File: src/rtl/bfetch_pkg.sv
package bfetch_pkg;
  typedef enum logic [1:0] {
    POL_FREEZE     = 2'd0,
    POL_NOT_TAKEN  = 2'd1,
    POL_DELAY_SLOT = 2'd2
  } policy_e;

  localparam logic [1:0] BR_TAG = 2'b11;
endpackage

File: src/rtl/bfetch_pc.sv
module bfetch_pc #(
  parameter int unsigned       ADDR_W    = 16,
  parameter logic [ADDR_W-1:0] RESET_VEC = '0
) (
  input  logic              clk_i,
  input  logic              rst_ni,
  input  logic              adv_i,
  input  logic              hold_i,
  input  logic              redirect_i,
  input  logic [ADDR_W-1:0] target_i,
  output logic [ADDR_W-1:0] pc_o
);
  localparam logic [ADDR_W-1:0] STEP = ADDR_W'(1);

  logic [ADDR_W-1:0] pc_q;

  always_ff @(posedge clk_i or negedge rst_ni) begin
    if (!rst_ni) begin
      pc_q <= RESET_VEC;
    end else if (adv_i) begin
      if (redirect_i)   pc_q <= target_i;
      else if (!hold_i) pc_q <= pc_q + STEP;
    end
  end

  assign pc_o = pc_q;
endmodule

File: src/rtl/bfetch_hazard.sv
module bfetch_hazard
  import bfetch_pkg::*;
#(
  parameter policy_e POLICY = POL_NOT_TAKEN
) (
  input  logic clk_i,
  input  logic rst_ni,
  input  logic adv_i,
  input  logic fetch_br_i,
  input  logic res_valid_i,
  input  logic res_taken_i,
  output logic redirect_o,
  output logic bubble_o,
  output logic hold_o
);
  // freeze only: a branch sits in IF/ID, next slot must be a bubble
  logic pend_q;

  always_ff @(posedge clk_i or negedge rst_ni) begin
    if (!rst_ni)    pend_q <= 1'b0;
    else if (adv_i) pend_q <= (POLICY == POL_FREEZE) && !pend_q && fetch_br_i;
  end

  logic take;
  assign take = res_valid_i && res_taken_i;

  always_comb begin
    unique case (POLICY)
      POL_FREEZE: begin
        redirect_o = pend_q && take;
        bubble_o   = pend_q;
        hold_o     = pend_q;
      end
      POL_NOT_TAKEN: begin
        redirect_o = take;
        bubble_o   = take;
        hold_o     = 1'b0;
      end
      default: begin
        redirect_o = take;
        bubble_o   = 1'b0;
        hold_o     = 1'b0;
      end
    endcase
  end
endmodule

File: src/rtl/bfetch_ifid.sv
module bfetch_ifid #(
  parameter int unsigned ADDR_W  = 16,
  parameter int unsigned INSTR_W = 32
) (
  input  logic               clk_i,
  input  logic               rst_ni,
  input  logic               adv_i,
  input  logic               bubble_i,
  input  logic [INSTR_W-1:0] instr_i,
  input  logic [ADDR_W-1:0]  pc_i,
  output logic               valid_o,
  output logic [INSTR_W-1:0] instr_o,
  output logic [ADDR_W-1:0]  pc_o
);
  always_ff @(posedge clk_i or negedge rst_ni) begin
    if (!rst_ni) begin
      valid_o <= 1'b0;
      instr_o <= '0;
      pc_o    <= '0;
    end else if (adv_i) begin
      valid_o <= !bubble_i;
      instr_o <= instr_i;
      pc_o    <= pc_i;
    end
  end
endmodule

File: src/rtl/bfetch_top.sv
module bfetch_top
  import bfetch_pkg::*;
#(
  parameter int unsigned       ADDR_W    = 16,
  parameter int unsigned       INSTR_W   = 32,
  parameter logic [ADDR_W-1:0] RESET_VEC = '0,
  parameter policy_e           POLICY    = POL_NOT_TAKEN
) (
  input  logic               clk_i,
  input  logic               rst_ni,
  input  logic               stall_i,
  output logic [ADDR_W-1:0]  imem_addr_o,
  input  logic [INSTR_W-1:0] imem_data_i,
  input  logic               id_branch_i,
  input  logic               id_taken_i,
  input  logic [ADDR_W-1:0]  id_target_i,
  output logic               ifid_valid_o,
  output logic [INSTR_W-1:0] ifid_instr_o,
  output logic [ADDR_W-1:0]  ifid_pc_o
);
  localparam int unsigned TAG_W = $bits(BR_TAG);

  logic adv, fetch_br, res_valid, redirect, bubble, hold;
  logic [ADDR_W-1:0] pc;

  assign adv       = !stall_i;
  assign fetch_br  = imem_data_i[INSTR_W-1 -: TAG_W] == BR_TAG;
  assign res_valid = ifid_valid_o && id_branch_i;

  bfetch_hazard #(.POLICY(POLICY)) u_haz (
    .clk_i      (clk_i),
    .rst_ni     (rst_ni),
    .adv_i      (adv),
    .fetch_br_i (fetch_br),
    .res_valid_i(res_valid),
    .res_taken_i(id_taken_i),
    .redirect_o (redirect),
    .bubble_o   (bubble),
    .hold_o     (hold)
  );

  bfetch_pc #(.ADDR_W(ADDR_W), .RESET_VEC(RESET_VEC)) u_pc (
    .clk_i     (clk_i),
    .rst_ni    (rst_ni),
    .adv_i     (adv),
    .hold_i    (hold),
    .redirect_i(redirect),
    .target_i  (id_target_i),
    .pc_o      (pc)
  );

  bfetch_ifid #(.ADDR_W(ADDR_W), .INSTR_W(INSTR_W)) u_ifid (
    .clk_i   (clk_i),
    .rst_ni  (rst_ni),
    .adv_i   (adv),
    .bubble_i(bubble),
    .instr_i (imem_data_i),
    .pc_i    (pc),
    .valid_o (ifid_valid_o),
    .instr_o (ifid_instr_o),
    .pc_o    (ifid_pc_o)
  );

  assign imem_addr_o = pc;
endmodule

File: config.mk
export PLATFORM = sky130hd
export DESIGN_NAME = bfetch_top
export DESIGN_NICKNAME = d
export VERILOG_FILES = /design/src/rtl/bfetch_pkg.sv /design/src/rtl/bfetch_pc.sv /design/src/rtl/bfetch_hazard.sv /design/src/rtl/bfetch_ifid.sv /design/src/rtl/bfetch_top.sv
export SDC_FILE = /design/constraint.sdc
export NUM_CORES = 1
export LEC_CHECK = 0
export ABC_AREA = 1
export BUFFER_PORTS_ARGS = -buffer_cell sky130_fd_sc_hd__buf_2
export CORE_UTILIZATION = 35
export DETAILED_ROUTE_END_ITERATION = 8
export GPL_ROUTABILITY_DRIVEN = 0
export PLACE_DENSITY_LB_ADDON = 0.25
export SYNTH_ARGS = -nofsm -noshare
export SYNTH_HDL_FRONTEND = slang
export SYNTH_SLANG_ARGS = --single-unit
File: constraint.sdc
create_clock -name clk_i -period 1.25 [get_ports clk_i]
set_clock_uncertainty 0.05 [all_clocks]
set_input_delay 0.25 -clock clk_i [delete_from_list [all_inputs] [get_ports clk_i]]
set_output_delay 0.25 -clock clk_i [all_outputs]
set_load 0.05 [all_outputs]
==> Word-level counts from Yosys, hierarchy flattened <==
Cells that the tools add are included.
{ "op_classes": {"add_sub_neg": 1, "muxes": 1, "n_reduce_logical": 3} }
{ "ops": {"columns": ["cell", "n"], "rows": [
  ["$add 16x1->16 const B", 1],
  ["$mux 16", 1],
  ["$logic_and 1x1->1", 2],
  ["$logic_not 1->1", 1]
]} }
{ "word_totals": {"reg_bits": 65, "in_bits": 53, "output_inout_bits": 65} }

==> Longest topological paths before layout <==
{ "logic_depth": {"word_depth": 3, "ltp_mapped": 9} }

==> Cells and area by module <==
Synthesis repeated with hierarchy kept, for this count alone.
{ "unflattened": {"cells_unflattened": 404, "hier_area_um2": 3086.7} }
{ "modules_own_cells": {"columns": ["module", "n_inst", "cells_per_inst", "area_per_inst_um2"], "rows": [
  ["bfetch_ifid", 1, 209, 1861.8],
  ["bfetch_pc", 1, 185, 1179.9],
  ["bfetch_hazard", 1, 5, 26.3],
  ["bfetch_top", 1, 5, 18.8]
]} }

==> Least setup slack after synthesis <==
OpenSTA, ideal clock, no wires.
{ "synth_timing": {"path_kind": "reg2reg", "from": "register u_pc.pc_q[0] (netlist: u_pc.pc_o[0])", "to": "register u_pc.pc_q[14] (netlist: u_pc.pc_o[14])", "arrival_time_ps": 1530, "required_time_ps": 1082, "path_slack_ps": -448, "path_stages_with_launch": 9, "period_less_slack_ps": 1698, "cell_sequence": "dfrtp_1 > ha_1 > nand3_2 > nor2_2 > nand3_1 > nand2_1 > nand3_1 > nand2_1 > nand2_1"} }
{ "synth_between": {"elab_chain_cells": 2} }
{ "synth_rtl": {"columns": ["element", "line", "source"], "rows": [
  ["start: declaration", "bfetch_pc.sv:15", "logic [ADDR_W-1:0] pc_q;"],
  ["start signal: assignment", "bfetch_pc.sv:21", "if (redirect_i) pc_q <= target_i;"],
  ["start signal: assignment", "bfetch_pc.sv:22", "else if (!hold_i) pc_q <= pc_q + STEP;"],
  ["$add 16x1->16", "bfetch_pc.sv:22", null],
  ["$mux 16", "bfetch_pc.sv:21", null]
]} }
No other way between the ends.
A chain may end at the register's enable or synchronous reset.

==> Worst setup path in the final report <==
{ "layout_timing": {"from": "register u_pc.pc_q[0] (netlist: u_pc.pc_o[0])", "to": "register u_pc.pc_q[6] (netlist: u_pc.pc_o[6])"} }
The elaborated chain is that of the path after synthesis.

==> metrics.md <==
| Metric | Value |
|---|---|
| Cell count after synthesis | `approximately 380` |
| CP max stage delay | `~430 ps` |
| Status | `finished, violations left` |
| Primary FF master, synth | `dfrtp_1` |
| Final worst setup slack | `-146 ps` |
| Final worst path period share | `112%` |
| Vias post-DR | `approximately 3100` |
| Clk Latency, worst-skew pair | `340 ps` |
| Most used cell, CP | `nand2_1` |
| Fin crit period | `1400 ps` |
| Congestion Overflow GR | `0` |
| DRC viols | `0` |
| Final setup TNS | `-2260 ps` |
| Synthesized area | `0.00302 mm^2` |
| CTS buffer count | `9` |
| Synth top area cells | `dfrtp_1 54%, nand2_1 22%, inv_1 3.1%` |
| # placed instances | `about 610` |
| Nets | `594` |
| R2r startpoint | `u_pc.pc_o[0]` |
| CP arrival | `1630 ps` |
| Buf/Inv on CP | `4` |
| Slowest cell on the critical path | `dfrtp_2` |
| Layout cells sized above 1 | `45.0%` |
| Hold Crit Start | `imem_data_i[16]` |
| Critical path class | `reg2reg` |
| Max clock buf depth | `2` |
| Most common cell in the netlist | `nand2_1` |
| DR WL/cell | `13.6 um` |
| Transition time of the tightest slew-check pin | `384 ps` |
| Post-route ant nets | `0` |
| WHS | `53.6 ps` |
| Dpl ws | `-59.7 ps` |
| Largest net degree at the start of global routing | `66` |
| Hold Path Class | `in2reg` |
| Die area | `between 0.008 and 0.009 mm^2` |
| CTS tree | `done` |
| Vias in the first global route | `2855` |
| TritonRoute pass-1 iters | `4` |
| Total track usage | `around 20%` |
| Max-cap violations | `0` |
| EDFF count, synth | `0` |
| Worst path cell trace | `buf_12, ha_4, buf_4, buf_6, nand3_2, o22ai_2, nand2_1, nand2_1, inv_1` |
| CP delay by family, top | `flip-flops` |
| N_diodes | `0` |
| DR vias/cell | `4.75` |
| Top-area cell type share of the netlist area | `53.9%` |
| Hold Vio Cnt, Final | `0` |
| Max Slew Vio Count | `0` |
| Slew headroom | `74.4%` |
| Setup crit end kind | `flip-flop` |
| Routed WL | `8870 um` |
| # setup viols final | `26` |
| CP Launch Type | `flip-flop` |
| Leading area contributor after synthesis | `dfrtp_1` |
| Max Fclk | `716 MHz` |
| Die Width | `94.8 um` |
| Sink Count | `65` |
| First-pass GRT wire length | `between 10000 and 15000 um` |
| Top post-synthesis cells by count | `174 x nand2_1, 65 x dfrtp_1, 25 x inv_1, 18 x o21ai_0, 17 x nand3_1` |
| CTS clk-pin slew, worst paths | `around 70 ps` |
| Area growth syn-to-layout | `60.0%` |
| Syn avg cell area | `8.02 um^2` |
| VDD IR-drop max | `between 0.7 and 0.8 mV` |
| HPWL Detailed | `5590 um` |
| Io pins | `between 100 and 150` |
| Initial Util | `roughly 36%` |
| CP Launch Point | `u_pc.pc_o[0]` |
| Htree depth | `3` |
| Post-synthesis sequential area ratio | `a little over half` |
| Row cnt | `33` |
| Pwr dens | `2000 mW/mm^2` |
| Failing checks | `setup timing` |
| Core Area | `0.00830 mm^2` |
| Detailed Route Iter0 Violations | `151` |
| RSZ-0062 raised after global routing | `true` |
| Leakage | `2.57 nW` |
| Share of flip-flops with an asynchronous set or reset | `100%` |
| Design Power | `9.65 mW` |
| Syn nets | `430` |
| Antenna violations before repair | `0` |
| Count of cell types in the netlist | `26` |
| Seq cells post-synth | `between 60 and 70` |
| Yosys warns | `0` |
| Final Non-Filler Cells | `650` |
| Worst Path Required | `about 1500 ps` |
| IO buf count | `117` |
| Die height | `around 95 um` |
| Clk root buf | `clkbuf_8` |
| Worst Path Max Fanout | `2` |
## worst paths after layout
kind / to / slack [ps] / depth (start not counted)
worst min-delay path: u_ifid.instr_o[16] / 50 / 3
worst max-delay path: u_pc.pc_o[6] / -150 / 9
worst min register to register: u_ifid.instr_o[3] / 430 / 2
max in group asynchronous: u_ifid.valid_o / 450 / 3
worst max register to register: u_pc.pc_o[6] / -150 / 9
min in group asynchronous: u_ifid.pc_o[3] / 410 / 3
## worst register-to-register path, stage by stage (launching register included)
cell	delay, ps
dfrtp_2	430
buf_12	130
ha_4	160
buf_4	130
buf_6	110
nand3_2	80
o22ai_2	80
nand2_1	60
nand2_1	50
inv_1	50
## flip-flops by register name (all words and copies together) (netlist names)
register	count
u_ifid.instr_o	32
u_ifid.pc_o	16
u_ifid.valid_o	1
u_pc.pc_o	16
## cell type report
class	instances	area [um^2]
Clock buffer	13	159
Clock inverter	3	40.0
Fill cell	717	3470
Inverter	29	114
Multi-Input combinational cell	266	1320
Sequential cell	65	1650
Tap cell	105	131
Timing Repair Buffer	169	1420
## cell usage in the layout, fill, tap and decap left out, types with 11 or more instances in the layout
cell and count:
clkbuf_8 11, buf_4 61, o21ai_0 15, buf_6 42, nand2_1 171, buf_2 52
dfrtp_1 49, inv_1 23, nand3_1 11, dfrtp_2 16
## where the power goes
group / leakage, nW / switching, mW / internal [mW] / total [mW]
combinational: 1.70 / 2.98 / 1.92 / 4.91
sequential: 0.762 / 0.383 / 2.54 / 2.92
clock: 0.103 / 0.795 / 1.03 / 1.82
## stage by stage
stage	instance area, um^2	utilization [%]
after global routing	4830	58.1
final	4830	58.1
after detailed placement	3910	47.1
after CTS	4570	55.1
after global placement	3910	47.1
after floorplan	3080	-
## routing by layer
layer	GRT usage [%]	vias to the layer above	part of all wire [%]
li1	-	1506	-
met1	25.5	1423	43
met2	32.4	141	48
met3	4.59	20	6.7
met4	8.71	0	2.1
met5	0	-	0
## repair_timing
action / 4_1_cts / 5_1_grt
buffers inserted: 18 / 9
gates resized for setup: 104 / 52
pin swaps: 12 / 16
endpoints found under the setup margin: 70 / 54
hold buffers: 1 / 0
endpoints found under the hold margin: 65 / 0
## logic make-up (layout without fill, tap and decap cells)
kind of cell,after synthesis,after routing,synth area share [%]
AOI/OAI and AO/OA,40,40,7.34
adders and majority gates,1,1,0.415
buffers and inverters,45,214,6.88
DFF,65,65,53.9
and+or+nand+nor,225,225,31.4
Note: power is estimated with default switching activity, not from simulation.
